### config.mk
export PLATFORM = sky130hd
export DESIGN_NAME = irq_cause_bank
export DESIGN_NICKNAME = d
export VERILOG_FILES = /design/src/rtl/icb_pkg.sv /design/src/rtl/icb_decode.sv /design/src/rtl/icb_cause_reg.sv /design/src/rtl/icb_ctrl_reg.sv /design/src/rtl/irq_cause_bank.sv
export SDC_FILE = /design/constraint.sdc
export NUM_CORES = 1
export LEC_CHECK = 0
export CORE_MARGIN = 2
export CORE_UTILIZATION = 49
export CTS_BUF_LIST = sky130_fd_sc_hd__clkbuf_8
export CTS_CLUSTER_DIAMETER = 100
export DETAILED_ROUTE_END_ITERATION = 16
export PLACE_DENSITY = 0.78
export SLEW_MARGIN = 20
export SYNTH_ARGS = -nofsm -noshare
export SYNTH_HDL_FRONTEND = slang
export SYNTH_SLANG_ARGS = --single-unit
### constraint.sdc
create_clock -name clk -period 3.17 [get_ports clk]
set_clock_uncertainty 0.05 [all_clocks]
set_input_delay 0.951 -clock clk [delete_from_list [all_inputs] [get_ports clk]]
set_output_delay 0.951 -clock clk [all_outputs]
set_load 0.005 [all_outputs]
### src/rtl/icb_pkg.sv
package icb_pkg;

  // Word offsets of the host register port
  localparam int OFS_CAUSE  = 0;  // read: raw cause (clear-on-read bits drop); write: W1C
  localparam int OFS_FORCE  = 1;  // write: force cause bits
  localparam int OFS_MSET   = 2;  // write: set mask bits
  localparam int OFS_MCLR   = 3;  // write: clear mask bits
  localparam int OFS_MASK   = 4;  // read: mask view
  localparam int OFS_MASKED = 5;  // read: cause & ~mask
  localparam int OFS_MODE   = 6;  // read/write: clear-mode, 1 = clear-on-read

  typedef enum logic [2:0] {
    RS_ZERO,
    RS_CAUSE,
    RS_MASK,
    RS_MASKED,
    RS_MODE
  } rsel_t;

  typedef struct packed {
    logic cause_w1c;
    logic force_set;
    logic mask_set;
    logic mask_clr;
    logic mode_wr;
    logic cause_rd;
  } strobe_t;

endpackage

### src/rtl/icb_decode.sv
module icb_decode
  import icb_pkg::*;
#(
  parameter int ADDR_W = 4
) (
  input  logic              wr_en_i,
  input  logic              rd_en_i,
  input  logic [ADDR_W-1:0] addr_i,
  output strobe_t           stb_o,
  output rsel_t             rsel_o
);

  always_comb begin
    stb_o           = '0;
    stb_o.cause_w1c = wr_en_i && (addr_i == ADDR_W'(OFS_CAUSE));
    stb_o.force_set = wr_en_i && (addr_i == ADDR_W'(OFS_FORCE));
    stb_o.mask_set  = wr_en_i && (addr_i == ADDR_W'(OFS_MSET));
    stb_o.mask_clr  = wr_en_i && (addr_i == ADDR_W'(OFS_MCLR));
    stb_o.mode_wr   = wr_en_i && (addr_i == ADDR_W'(OFS_MODE));
    stb_o.cause_rd  = rd_en_i && (addr_i == ADDR_W'(OFS_CAUSE));
  end

  always_comb begin
    if (addr_i == ADDR_W'(OFS_CAUSE))       rsel_o = RS_CAUSE;
    else if (addr_i == ADDR_W'(OFS_MASK))   rsel_o = RS_MASK;
    else if (addr_i == ADDR_W'(OFS_MASKED)) rsel_o = RS_MASKED;
    else if (addr_i == ADDR_W'(OFS_MODE))   rsel_o = RS_MODE;
    else                                    rsel_o = RS_ZERO;
  end

endmodule

### src/rtl/icb_cause_reg.sv
module icb_cause_reg #(
  parameter int WIDTH = 32
) (
  input  logic             clk,
  input  logic             rst,
  input  logic [WIDTH-1:0] evt_i,
  input  logic [WIDTH-1:0] mode_i,
  input  logic             force_en_i,
  input  logic             w1c_en_i,
  input  logic             cor_en_i,
  input  logic [WIDTH-1:0] wdata_i,
  output logic [WIDTH-1:0] cause_d_o,
  output logic [WIDTH-1:0] cause_q_o
);

  logic [WIDTH-1:0] cause_q;

  // One slice per source: set terms win over clear terms
  for (genvar i = 0; i < WIDTH; i++) begin : g_bit
    logic clr_bit;
    logic set_bit;
    always_comb begin
      clr_bit      = (w1c_en_i && wdata_i[i] && !mode_i[i]) || (cor_en_i && mode_i[i]);
      set_bit      = evt_i[i] || (force_en_i && wdata_i[i]);
      cause_d_o[i] = (cause_q[i] && !clr_bit) || set_bit;
    end
  end

  always_ff @(posedge clk) begin
    if (rst) cause_q <= '0;
    else     cause_q <= cause_d_o;
  end

  assign cause_q_o = cause_q;

endmodule

### src/rtl/icb_ctrl_reg.sv
module icb_ctrl_reg #(
  parameter int WIDTH = 32
) (
  input  logic             clk,
  input  logic             rst,
  input  logic             mask_set_i,
  input  logic             mask_clr_i,
  input  logic             mode_wr_i,
  input  logic [WIDTH-1:0] wdata_i,
  output logic [WIDTH-1:0] mask_d_o,
  output logic [WIDTH-1:0] mask_q_o,
  output logic [WIDTH-1:0] mode_q_o
);

  always_comb begin
    mask_d_o = mask_q_o;
    if (mask_set_i) mask_d_o = mask_q_o | wdata_i;
    if (mask_clr_i) mask_d_o = mask_q_o & ~wdata_i;
  end

  always_ff @(posedge clk) begin
    if (rst) begin
      mask_q_o <= '1;
      mode_q_o <= '0;
    end else begin
      mask_q_o <= mask_d_o;
      if (mode_wr_i) mode_q_o <= wdata_i;
    end
  end

endmodule

### src/rtl/irq_cause_bank.sv
module irq_cause_bank
  import icb_pkg::*;
#(
  parameter int WIDTH  = 32,
  parameter int ADDR_W = 4
) (
  input  logic              clk,
  input  logic              rst,
  input  logic [WIDTH-1:0]  evt_i,
  input  logic              wr_en_i,
  input  logic              rd_en_i,
  input  logic [ADDR_W-1:0] addr_i,
  input  logic [WIDTH-1:0]  wdata_i,
  output logic [WIDTH-1:0]  rdata_o,
  output logic              irq_pending_o
);

  strobe_t          stb;
  rsel_t            rsel;
  logic [WIDTH-1:0] cause_d, cause_q;
  logic [WIDTH-1:0] mask_d, mask_q, mode_q;

  icb_decode #(.ADDR_W(ADDR_W)) u_decode (
    .wr_en_i (wr_en_i),
    .rd_en_i (rd_en_i),
    .addr_i  (addr_i),
    .stb_o   (stb),
    .rsel_o  (rsel)
  );

  icb_cause_reg #(.WIDTH(WIDTH)) u_cause (
    .clk        (clk),
    .rst        (rst),
    .evt_i      (evt_i),
    .mode_i     (mode_q),
    .force_en_i (stb.force_set),
    .w1c_en_i   (stb.cause_w1c),
    .cor_en_i   (stb.cause_rd),
    .wdata_i    (wdata_i),
    .cause_d_o  (cause_d),
    .cause_q_o  (cause_q)
  );

  icb_ctrl_reg #(.WIDTH(WIDTH)) u_ctrl (
    .clk        (clk),
    .rst        (rst),
    .mask_set_i (stb.mask_set),
    .mask_clr_i (stb.mask_clr),
    .mode_wr_i  (stb.mode_wr),
    .wdata_i    (wdata_i),
    .mask_d_o   (mask_d),
    .mask_q_o   (mask_q),
    .mode_q_o   (mode_q)
  );

  always_ff @(posedge clk) begin
    if (rst) begin
      rdata_o <= '0;
    end else if (rd_en_i) begin
      case (rsel)
        RS_CAUSE:  rdata_o <= cause_q;
        RS_MASK:   rdata_o <= mask_q;
        RS_MASKED: rdata_o <= cause_q & ~mask_q;
        RS_MODE:   rdata_o <= mode_q;
        default:   rdata_o <= '0;
      endcase
    end else begin
      rdata_o <= '0;
    end
  end

  // Pending is registered from next-state values so it tracks the stored state
  always_ff @(posedge clk) begin
    if (rst) irq_pending_o <= 1'b0;
    else     irq_pending_o <= |(cause_d & ~mask_d);
  end

endmodule

== Word-level counts from Yosys, hierarchy flattened ==
Index checks and enable logic that the tools add are counted.
Storage, ports and cells
  register bits after elaboration: 129
  output and inout bits: 33
  input port bits: 72
Cells by class
  mux-type cells: 7
  equal/unequal tests: 10
  reduce and logical (&&, ||, !) cells: 329
  bitwise gates (word level): 8
Operators by type and width (number)
  $logic_and A1 B1 Y1: 166
  $pmux W32 S4: 1
  $and A32 B32 Y32: 3
  $logic_or A1 B1 Y1: 96
  $not A32 Y32: 3
  $logic_not A1 Y1: 64
  $mux W32: 2
  $or A32 B32 Y32: 1
  $reduce_or A32 Y1: 1
  $eq A4 B3 Y1 const B: 3
  $mux W3: 4
  $eq A4 B2 Y1 const B: 2
  $eq A3 B2 Y1 const B: 2
  $eq A4 B1 Y1 const B: 1
  $logic_not A4 Y1: 1
  $eq A3 B1 Y1 const B: 1
  $eq A3 B3 Y1 const B: 1
  $reduce_or A2 Y1: 1
  $not A1 Y1: 1

== Longest topological paths before layout ==
  word-level depth: 10
  mapped depth: 10
  mapped depth without buffers: 6

== Hierarchy ==
A second synthesis with hierarchy kept.
Unflattened totals
  cells, all modules: 799
  area, all modules: 6917.9 um^2
Modules (own cells, without submodules)
  icb_ctrl_reg: times used 1, seq. area each 1281.2 um^2, cells each 273, area an instance 2631.3 um^2
  icb_cause_reg: times used 1, seq. area each 640.6 um^2, cells each 240, area an instance 2139.6 um^2
  irq_cause_bank: times used 1, seq. area each 660.6 um^2, cells each 273, area an instance 2043.2 um^2
  icb_decode: times used 1, seq. area each 0.0 um^2, cells each 13, area an instance 103.8 um^2

== Worst setup path after synthesis ==
No wires, ideal clock.
  path type: input to register
  start: input port addr_i[0]
  end: register irq_pending_o
  data arrival time: 2922 ps
  library setup time: 125 ps
  path buffers: 2
  cell stages on the path: 8
  slack: 73 ps
  cells stage by stage: or4_1 buf_2 buf_6 o2bb2a_2 a221o_1 a22oi_2 nand4_1 o41a_1
Between the ends
  word-level cells in the longest chain between the ends: 10
RTL lines
  start: declaration: RTL line irq_cause_bank.sv:12  | input logic [ADDR_W-1:0] addr_i,
  $logic_not A4 Y1: RTL line icb_decode.sv:15, icb_decode.sv:20
  $logic_and A1 B1 Y1: RTL line icb_decode.sv:15  | stb_o.cause_w1c = wr_en_i && (addr_i == ADDR_W'(OFS_CAUSE));
  $logic_and A1 B1 Y1 (2 in a row): RTL line icb_cause_reg.sv:23  | clr_bit = (w1c_en_i && wdata_i[i] && !mode_i[i]) || (cor_en_i && mode_i[i]);
  $logic_or A1 B1 Y1: RTL line icb_cause_reg.sv:23
  $logic_not A1 Y1: RTL line icb_cause_reg.sv:25  | cause_d_o[i] = (cause_q[i] && !clr_bit) || set_bit;
  $logic_and A1 B1 Y1: RTL line icb_cause_reg.sv:25
  $logic_or A1 B1 Y1: RTL line icb_cause_reg.sv:25
  $and A32 B32 Y32 *: RTL line irq_cause_bank.sv:75  | else irq_pending_o <= |(cause_d & ~mask_d);
  $reduce_or A32 Y1 *: RTL line irq_cause_bank.sv:75
  end signal: assignment: RTL line irq_cause_bank.sv:75
  end: declaration: RTL line irq_cause_bank.sv:15  | output logic irq_pending_o
Every way passes the cells marked *; elsewhere a longest branch is shown, timed or not.
A chain may end at the register's enable or synchronous reset.

== Worst setup path in the final report ==
Same ends and word-level chain as after synthesis.

==> summary.md <==
| Metric | Value |
|---|---|
| Status | `finished, final reports clean` |
| Max Freq | `0.3172 GHz` |
| Htree depth | `4` |
| Clk_lat worst skew | `0.45 ns` |
| GRT Overall Usage | `31.86%` |
| ANT cells | `0` |
| I/O pins | `approximately 110` |
| Setup crit start kind | `input pin` |
| Reg clk slew, reported paths | `0.08 ns` |
| TNS Setup | `0 ns` |
| CP Max Fanout | `8` |
| Fin. Hold Viols | `0` |
| Die X | `114.6 µm` |
| Critical path required time | `3.47 ns` |
| Global-route wire length before repair | `32.24 mm` |
| Pins over their slew limit | `0` |
| Pin count of the biggest net entering global routing | `66` |
| Initial antenna violation count | `0` |
| Place WS | `-0.6338 ns` |
| Synth unique cells | `35` |
| Design Power | `3.765 mW` |
| Die area | `about 13000 µm²` |
| Per-cell routed wire length | `21.27 µm` |
| NumNets Final | `slightly below 900` |
| PwrDens | `~450 nW/µm²` |
| Critical-path cell with the highest stage delay | `or4_4` |
| Post-synth ARST share | `0%` |
| CTS tree | `done` |
| Data arrival time of the critical path | `3.45 ns` |
| Final WL | `20.91 mm` |
| Syn nets | `759` |
| Site Rows | `40` |
| Max cap viols | `0` |
| Slew @ Worst Pin | `~0.50 ns` |
| Seq cells post-synth | `129` |
| Area grow syn2layout | `38.12%` |
| Die height | `approximately 110 µm` |
| Cell family with most CP delay | `compound AO/OA/AOI/OAI gates` |
| Routed Antenna Nets | `0` |
| First-pass detailed-route iteration total | `9` |
| Clock Tree Buf Depth | `2` |
| CTS sink cnt | `129` |
| Buffer and inverter count on the worst path | `3` |
| Post-layout min period | `3.153 ns` |
| GPL Wtd Cong | `0.8812` |
| GRT overflow | `0` |
| Via density | `6.639` |
| Cell Count, Final, Fillers Out | `983` |
| Yosys warns | `0` |
| Dpl hpwl | `approximately 12 mm` |
| R2R Setup Slk | `0.95 ns` |
| Peak supply drop | `0.2576 mV` |
| Via count of the first global-routing pass | `roughly 6400` |
| Final setup violation count | `0` |
| RSZ-0062 raised after global routing | `no` |
| Top_reg_cell synth | `dfxtp_1` |
| Worst min path class | `flip-flop to flip-flop` |
| Cts bufs inserted | `17` |
| Clock root cell | `clkbuf_8` |
| WS Path Type | `input pin to flip-flop` |
| Syn_area_per_cell | `8.724 µm²` |
| Setup ws final | `0.01723 ns` |
| Drt drc | `0` |
| 1st-iter DRT viols | `887` |
| Core ar. | `between 10000 and 15000 µm²` |
| Lkg Pwr | `3.133 nW` |
| Routed via count | `6526` |
| Starting Density | `approximately 50%` |
| Share of cells above drive strength 1 | `17.34%` |
| Port buffer count | `104` |
| Final Core Density | `just under 70%` |
| Worst rel slew slack | `66.91%` |
| Crit path largest cell delay | `0.65 ns` |
| EDFF count, synth | `0` |
| Post-Syn Area | `between 5000 and 6000 µm²` |
| Cells after Synth | `~690` |
| CP cell instances | `dlygate4sd2_1 -> or4_4 -> buf_16 -> buf_4 -> o2bb2a_4 -> a221o_1 -> a22oi_2 -> nand4_1 -> o41a_1` |
| Sequential area share after synthesis | `43.09%` |
| Placed Cells | `943` |
| Final Cycle Share | `between 90 and 100%` |
| Setup crit end kind | `flip-flop` |
-- cell usage after synthesis, types with 2 or more instances --
library cell | number | share of area (%)
dfxtp_1 | 129 | 43
nand2_1 | 129 | 8.1
clkbuf_1 | 58 | 3.6
nor2_1 | 34 | 2.1
a31oi_1 | 33 | 3.4
and2_1 | 33 | 3.4
a21o_1 | 32 | 4.0
a21oi_1 | 32 | 2.7
a222oi_1 | 32 | 5.3
o21ai_0 | 32 | 2.7
a221o_1 | 31 | 5.2
nor4b_1 | 31 | 4.5
o2bb2a_1 | 18 | 3.0
a22oi_1 | 15 | 1.9
o2bb2a_2 | 9 | 1.7
buf_2 | 7 | 0.58
nand4_1 | 4 | 0.42
o2bb2a_4 | 4 | 1.3
buf_1 | 3 | 0.19
inv_1 | 3 | 0.19
nor2b_1 | 3 | 0.31
buf_6 | 2 | 0.38
-- path summary, 6_finish.rpt --
kind                                           from                  end  cells past startpoint
worst min-delay path            u_ctrl.mode_q_o[13]  u_ctrl.mode_q_o[13]                      2
worst max-delay path                      addr_i[0]        irq_pending_o                      9
worst min register to register  u_ctrl.mode_q_o[13]  u_ctrl.mode_q_o[13]                      2
worst max register to register   u_ctrl.mode_q_o[3]        irq_pending_o                      6
-- cell usage in the layout, fill, tap and decap left out, types with 2 or more instances in the layout --
| cell type | n |
|---|---|
| a21o_1 | 32 |
| a21oi_1 | 32 |
| a221o_1 | 31 |
| a222oi_1 | 32 |
| a22oi_1 | 6 |
| a22oi_2 | 10 |
| a31oi_1 | 33 |
| and2_1 | 34 |
| buf_12 | 8 |
| buf_16 | 2 |
| buf_4 | 67 |
| buf_6 | 4 |
| bufinv_16 | 4 |
| clkbuf_8 | 20 |
| clkdlybuf4s50_1 | 100 |
| clkinv_2 | 2 |
| clkinv_4 | 2 |
| clkinvlp_4 | 3 |
| dfxtp_1 | 129 |
| dlygate4sd2_1 | 4 |
| inv_1 | 3 |
| nand2_1 | 129 |
| nand4_1 | 4 |
| nor2_1 | 34 |
| nor2b_2 | 2 |
| nor4b_1 | 30 |
| o21ai_0 | 32 |
| o2bb2a_1 | 18 |
| o2bb2a_2 | 9 |
| o2bb2a_4 | 4 |
-- routing by layer --
metal | wire length [µm] | vias up | global-route usage (%)
li1 | - | 2856 | -
met1 | 7938 | 3097 | 38.47
met4 | 796 | 0 | 19.11
met3 | 2390 | 80 | 7.941
met2 | 9781 | 493 | 51.16
met5 | 0 | - | 0
-- cells by family after synthesis --
family | share of synthesized area (%)
DFF | 43.09
AOI/OAI and AO/OA | 31.75
adders and majority gates | 0.1670
buffers and inverters | 4.969
and+or+nand+nor | 20.02
-- report_power, final --
part	leakage (nW)	internal [mW]	total, mW	switching [mW]
Combinational	1.86	0.244	0.476	0.232
Clock	0.221	0.921	1.60	0.674
Sequential	1.05	1.66	1.69	0.0300
-- area by class of cell --
cell class / instances / area [µm²]
sequential: 129 / 2582
inverter: 3 / 11.26
tap: 147 / 183.9
multi-input combinational: 485 / 3189
clock inverter: 12 / 178.9
fill: 906 / 3684
clock buffer: 20 / 275.3
timing repair buffer: 187 / 1857
-- per-stage QoR --
stage,instance area (µm²),hold WS (ns)
2_1_floorplan,5993,0.4081
3_3_place_gp,7610,0.4206
3_5_place_dp,7610,0.4330
4_1_cts,8239,0.4441
5_1_grt,8278,0.4592
6_report,8278,0.4451
-- repair_timing --
action,4_1_cts,5_1_grt
setup buffers,4,0
resized for setup,19,3
pin swaps,9,13
hold buffers,0,0
cloned,3,1
setup endpoints to repair,1,1
-- flip-flops by register name, summed over array words and instances (netlist names) --
register           cells
irq_pending_o          1
u_ctrl.mode_q_o       32
rdata_o               32
u_ctrl.mask_q_o       32
u_cause.cause_q_o     32
-- tightest hold or removal path: cells and delay by family (launching register included) --
kind	cells	cell delay [ns]
flip-flops	1	0.34
AND/OR/NAND/NOR	1	0.06
AO/OA/AOI/OAI	1	0.05
No activity file was read; power rests on OpenSTA's default activity.
